`config.mk`:
```
export PLATFORM = sky130hd
export DESIGN_NAME = spare_stat_strip
export DESIGN_NICKNAME = d
export VERILOG_FILES = /design/src/rtl/sss_pkg.sv /design/src/rtl/sss_classify.sv /design/src/rtl/sss_track.sv /design/src/rtl/sss_stats.sv /design/src/rtl/spare_stat_strip.sv
export SDC_FILE = /design/constraint.sdc
export NUM_CORES = 1
export LEC_CHECK = 0
export CAP_MARGIN = 25
export CORE_ASPECT_RATIO = 0.6
export CORE_MARGIN = 1
export CORE_UTILIZATION = 49
export CTS_CLUSTER_SIZE = 8
export DETAILED_ROUTE_END_ITERATION = 8
export GPL_TIMING_DRIVEN = 0
export PLACE_DENSITY = 0.82
export SYNTH_ARGS = -nofsm -noshare
export SYNTH_HDL_FRONTEND = slang
export SYNTH_HIERARCHICAL = 1
export SYNTH_SLANG_ARGS = --single-unit
```
`constraint.sdc`:
```
create_clock -name clk -period 2.4 [get_ports clk]
set_input_delay 0.72 -clock clk [delete_from_list [all_inputs] [get_ports clk]]
set_output_delay 0.72 -clock clk [all_outputs]
set_load 0.03 [all_outputs]
```
`src/rtl/sss_pkg.sv`:
```
package sss_pkg;
  localparam int STAT_BYTES = 4;
  localparam logic [7:0] ST_CLEAN    = 8'h00;
  localparam logic [7:0] ST_ERASED   = 8'hFF;
  localparam logic [7:0] ST_UNCORR   = 8'hFE;
  localparam logic [7:0] ST_CORR_MAX = 8'h28;

  typedef enum logic [1:0] {
    CLS_CLEAN  = 2'd0,
    CLS_ERASED = 2'd1,
    CLS_CORR   = 2'd2,
    CLS_FAIL   = 2'd3
  } stat_cls_e;
endpackage

```
`src/rtl/sss_classify.sv`:
```
module sss_classify
  import sss_pkg::*;
(
  input  logic [7:0] code,
  output stat_cls_e  cls,
  output logic [7:0] nbits
);
  always_comb begin
    if (code == ST_CLEAN)                              cls = CLS_CLEAN;
    else if (code == ST_ERASED)                        cls = CLS_ERASED;
    else if (code == ST_UNCORR || code > ST_CORR_MAX)  cls = CLS_FAIL;
    else                                               cls = CLS_CORR;
    nbits = (cls == CLS_CORR) ? code : 8'd0;
  end
endmodule

```
`src/rtl/sss_track.sv`:
```
module sss_track
  import sss_pkg::*;
#(
  parameter int LEN_W = 8,
  parameter int CNT_W = 4
) (
  input  logic             clk,
  input  logic             rst_n,
  input  logic             start,
  input  logic [LEN_W-1:0] cfg_len,
  input  logic [CNT_W-1:0] cfg_cnt,
  input  logic             beat,
  output logic             active,
  output logic             at_spare,
  output logic             at_first,
  output logic             page_end
);
  localparam int POS_W = LEN_W + 1;

  logic [LEN_W-1:0] len_q;
  logic [CNT_W-1:0] cnt_q;
  logic [POS_W-1:0] pos;
  logic [CNT_W-1:0] chunk;
  logic             chunk_end;
  logic             last_chunk;

  assign at_spare   = pos < POS_W'(len_q);
  assign at_first   = pos == POS_W'(len_q);
  assign chunk_end  = pos == POS_W'(len_q) + POS_W'(STAT_BYTES - 1);
  assign last_chunk = chunk == cnt_q - CNT_W'(1);
  assign page_end   = beat & chunk_end & last_chunk;

  always_ff @(posedge clk or negedge rst_n) begin
    if (!rst_n) begin
      active <= 1'b0;
      len_q  <= '0;
      cnt_q  <= '0;
      pos    <= '0;
      chunk  <= '0;
    end else if (start) begin
      active <= 1'b1;
      len_q  <= cfg_len;
      cnt_q  <= cfg_cnt;
      pos    <= '0;
      chunk  <= '0;
    end else if (beat) begin
      if (chunk_end) begin
        pos <= '0;
        if (last_chunk) active <= 1'b0;
        else            chunk  <= chunk + CNT_W'(1);
      end else begin
        pos <= pos + POS_W'(1);
      end
    end
  end
endmodule

```
`src/rtl/sss_stats.sv`:
```
module sss_stats
  import sss_pkg::*;
#(
  parameter int CNT_W = 4,
  parameter int SUM_W = 12
) (
  input  logic             clk,
  input  logic             rst_n,
  input  logic             clear,
  input  logic             upd,
  input  stat_cls_e        cls,
  input  logic [7:0]       nbits,
  output logic [7:0]       max_corr,
  output logic [SUM_W-1:0] sum_corr,
  output logic [CNT_W-1:0] fail_cnt,
  output logic             page_fail
);
  always_ff @(posedge clk or negedge rst_n) begin
    if (!rst_n) begin
      max_corr  <= '0;
      sum_corr  <= '0;
      fail_cnt  <= '0;
      page_fail <= 1'b0;
    end else if (clear) begin
      max_corr  <= '0;
      sum_corr  <= '0;
      fail_cnt  <= '0;
      page_fail <= 1'b0;
    end else if (upd) begin
      if (cls == CLS_FAIL) begin
        fail_cnt  <= fail_cnt + CNT_W'(1);
        page_fail <= 1'b1;
      end
      if (cls == CLS_CORR) begin
        sum_corr <= sum_corr + SUM_W'(nbits);
        if (nbits > max_corr) max_corr <= nbits;
      end
    end
  end
endmodule

```
`src/rtl/spare_stat_strip.sv`:
```
module spare_stat_strip
  import sss_pkg::*;
#(
  parameter int LEN_W = 8,
  parameter int CNT_W = 4
) (
  input  logic               clk,
  input  logic               rst_n,
  input  logic               page_start,
  input  logic [LEN_W-1:0]   cfg_spare_len,
  input  logic [CNT_W-1:0]   cfg_chunks,
  input  logic               in_valid,
  output logic               in_ready,
  input  logic [7:0]         in_data,
  output logic               out_valid,
  input  logic               out_ready,
  output logic [7:0]         out_data,
  output logic               done,
  output logic [7:0]         max_corr,
  output logic [CNT_W+7:0]   sum_corr,
  output logic [CNT_W-1:0]   fail_cnt,
  output logic               page_fail
);
  localparam int SUM_W = CNT_W + 8;

  logic      active, at_spare, at_first, page_end;
  logic      beat, stat_upd, open;
  stat_cls_e cls;
  logic [7:0] nbits;

  sss_track #(.LEN_W(LEN_W), .CNT_W(CNT_W)) u_track (
    .clk      (clk),
    .rst_n    (rst_n),
    .start    (page_start),
    .cfg_len  (cfg_spare_len),
    .cfg_cnt  (cfg_chunks),
    .beat     (beat),
    .active   (active),
    .at_spare (at_spare),
    .at_first (at_first),
    .page_end (page_end)
  );

  // Status beats never wait on the output side.
  assign open      = active & ~page_start;
  assign in_ready  = open & (at_spare ? out_ready : 1'b1);
  assign out_valid = open & at_spare & in_valid;
  assign out_data  = in_data;
  assign beat      = in_valid & in_ready;
  assign stat_upd  = beat & at_first;

  sss_classify u_cls (
    .code  (in_data),
    .cls   (cls),
    .nbits (nbits)
  );

  sss_stats #(.CNT_W(CNT_W), .SUM_W(SUM_W)) u_stats (
    .clk       (clk),
    .rst_n     (rst_n),
    .clear     (page_start),
    .upd       (stat_upd),
    .cls       (cls),
    .nbits     (nbits),
    .max_corr  (max_corr),
    .sum_corr  (sum_corr),
    .fail_cnt  (fail_cnt),
    .page_fail (page_fail)
  );

  always_ff @(posedge clk or negedge rst_n) begin
    if (!rst_n) done <= 1'b0;
    else        done <= page_end;
  end
endmodule

```
==> metrics.txt <==
crit-path max cell delay 0.40 ns; TritonCTS Buffers 5; clk buf depth 2; htree depth 2; Crit. path cell count 17; fraction of the mapped netlist area in adder cells 0.103; internal power 1.47 mW; XOR/XNOR share of the synthesized area 0.0719; fin worst setup slack -0.494 ns; Hold-fix buffers, CTS 0; Syn Area/Cell 9.20 um2; Synth area leader dfrtp_1; synth-to-layout area growth 44.9%; share of synthesized registers carrying an async set or reset 1.00; Sw Pwr 0.595 mW; Final Skew 0.00693 ns; Final Net Count 561; PD cells 382 mW/mm2; DP Wirelength 7330 um; ant diodes 0; Comb pwr share 0.213; GR Util All Layers 0.283; Clk pwr share 0.341; Die H 69.5 um; crit-path max FO 4; relative slew slack 0.593; Vias 3603; I/O pin count between 60 and 70; simple-gate share of the synthesized area 0.212; Max Transition Viols Final 0; GRT Residual Overflow 0; main combinational cell family by area after synthesis simple AND/OR/NAND/NOR gates; total wire length roughly 11000 um; fin util 0.740; ANT nets after route 0; DR WL/cell 18.5 um; Reg clk slew, reported paths 0.07 ns; ys flop type dfrtp_1; crit path launch type flip-flop; Iter 0 DRT Violations 287; cell family with most CP delay simple AND/OR/NAND/NOR gates; Cell variety after synth 66; LEAKAGE 2.31 nW; tightest hold margin between 0.3 and 0.4 ns; critical path arrival 3.12 ns; Die Wd roughly 110 um; DRC viols 0; RSZ-0062 raised after global routing true; Final Cell Area 0.00540 mm2; flop-to-flop setup slack -0.49 ns; first-pass GRT wire length about 17000 um; drt first pass iters 5; DIE AREA 0.00797 mm2; Hold Crit Class in2async; endpoint class of the critical path flip-flop; Tmin final ~2.9 ns; R2R depth 17; Final Hold Viols 0; Syn. warnings 6; Fillers 490; post-synthesis mux area share 0.0369; clk root buf clkbuf_16; worst path bufs/invs 3; CP cell instances inv_1 -> ha_1 -> nor2b_4 -> o21ai_2 -> nand2b_1 -> a21oi_2 -> o21ai_2 -> a31oi_2 -> nor2b_4 -> buf_6 -> nor3b_4 -> clkbuf_8 -> nand4_1 -> nor2_2 -> nand2_1 -> xor2_1 -> nor2_1; fin crit share 1.21; dominant cells by area after synthesis dfrtp_1 35%, ha_1 9.7%, xnor2_1 3.8%; Synth Cell Area 0.00373 mm2; Setup Crit Path Kind reg2reg; Via density 5.91; VDD IR max 0.238 mV; final setup vio count between 40 and 50; Cells after Synth 405; failing checks setup timing; most frequent cell after synthesis dfrtp_1; Port Buffer Count 60; Worst path slowest cell dfrtp_1; core area 0.00730 mm2; fraction of final layout cells sized beyond drive strength 1 0.306; clk sinks 52; outcome complete, but fails checks; initial core utilization 0.511; vias in the first global route approximately 3400; Synth Area in Compound Gates 0.163; initial antenna violation count 0; #FFs+latches synth 52; Synth top area share 0.349; FMAX 345 MHz; Slew @ Worst Pin 0.610 ns; Commonest cells post-synth 52 x dfrtp_1, 35 x nand2_1, 30 x nor2_1; Sequential Power Share 0.446; RD Place Congestion just under 0.9; FP Rows 24; Sw Share 0.289; number of synthesized flops with an enable pin 0; CTS tree built; worst skew pair latency about 0.3 ns; Post-DP Area 0.00463 mm2; largest net degree at the start of global routing 39; register area share after synthesis 0.349; Req. time, crit path between 2 and 3 ns; max_cap viols 0
-- flip-flops by register name (all words and copies together) (netlist names) --
register and count:
u_stats/sum_corr 12, u_track/chunk 4, done 1, u_track/cnt_q 4, u_stats/page_fail 1, u_stats/max_corr 8
u_stats/fail_cnt 4, u_track/len_q 8, u_track/active 1, u_track/pos 9
-- through the flow --
step	std cells	setup TNS, ns	worst slack, ns	power, mW
after floorplan	406	-2.88	-0.249	1.16
after global placement	570	-84.58	-1.07	1.28
after detailed placement	571	-31.53	-1.13	1.30
after CTS	603	-11.25	-0.442	2.03
after global routing	610	-17.37	-0.579	2.14
final	610	-14.00	-0.494	2.06
-- routing by layer --
layer,track usage,share of wire
met2,0.427,0.45
met4,0.0794,0.016
met1,0.411,0.46
met5,0,0
met3,0.0586,0.070
-- power by group through the flow --
stage                     logic, mW  clock network, mW  registers, mW
final                         0.440              0.703          0.918
after global routing          0.471              0.750          0.920
after CTS                     0.403              0.709          0.917
after detailed placement      0.365                  0          0.936
after global placement        0.346                  0          0.935
after floorplan               0.225                  0          0.930
-- worst reg2reg max path: cells and delay by family, from the launching register on --
| family | cells | cell delay (ns) |
|---|---|---|
| AO/OA/AOI/OAI | 4 | 0.43 |
| XOR/XNOR | 1 | 0.16 |
| adder cells (fa/ha/maj) | 1 | 0.23 |
| buffers and inverters | 3 | 0.45 |
| flip-flops | 1 | 0.40 |
| AND/OR/NAND/NOR | 8 | 1.16 |
-- logic make-up (layout without fill, tap and decap cells) --
group	after synthesis	after routing
muxes	13	13
DFF	52	52
buffers and inverters	51	151
adders and majority gates	30	30
xor gates and xnor gates	29	29
other	1	2
and+or+nand+nor	145	145
AOI/OAI and AO/OA	84	84
-- what timing repair did --
item,4_1_cts,5_1_grt
setup buffers,26,7
hold endpoints to repair,0,0
setup endpoints to repair,50,42
pin swaps,27,21
gates resized for setup,84,45
cloned,1,0
-- path summary, 6_finish.rpt --
| path | end | startpoint |
|---|---|---|
| worst max-delay path | u_track/pos[7] | u_track/pos[0] |
| worst min-delay path | u_track/len_q[3] | rst_n |
| worst max register to register | u_track/pos[7] | u_track/pos[0] |
| worst min register to register | u_stats/page_fail | u_stats/page_fail |
| max in group asynchronous | u_track/pos[1] | rst_n |
| min in group clk | u_stats/page_fail | u_stats/page_fail |
-- cells in the final DEF (no fill, tap or decap), types with 4 or more instances in the layout --
cell type	synthesis	final
o21ai_0	18	14
nand2b_1	20	20
clkbuf_2	0	4
a21oi_1	21	11
nor2_1	30	24
and3_4	0	6
clkbuf_16	0	5
dfrtp_1	52	49
o21ai_2	1	5
clkbuf_1	11	8
a211o_1	5	5
ha_4	0	5
dlygate4sd2_1	0	10
nand2_1	35	28
a21o_1	5	5
mux2i_1	10	9
a21oi_2	1	10
buf_4	11	30
inv_1	26	24
nor3_1	7	5
ha_1	29	22
xnor2_1	16	14
clkdlybuf4s50_1	0	42
and3_1	10	4
buf_6	0	14
xor2_1	12	12
nand2_4	0	5
nand4_1	9	9
-- final cells by class --
cell class                      count  area, um2  share of cell area
Inverter                           26       97.6              0.0181
Clock buffer                        6        129              0.0239
Buffer                             23        149              0.0276
Tap cell                          104        130              0.0241
Sequential cell                    52       1310               0.242
Timing Repair Buffer               95        926               0.171
Multi-Input combinational cell    303       2660               0.492
Clock inverter                      1       5.00            0.000927
(Power assumes the default switching activity.)
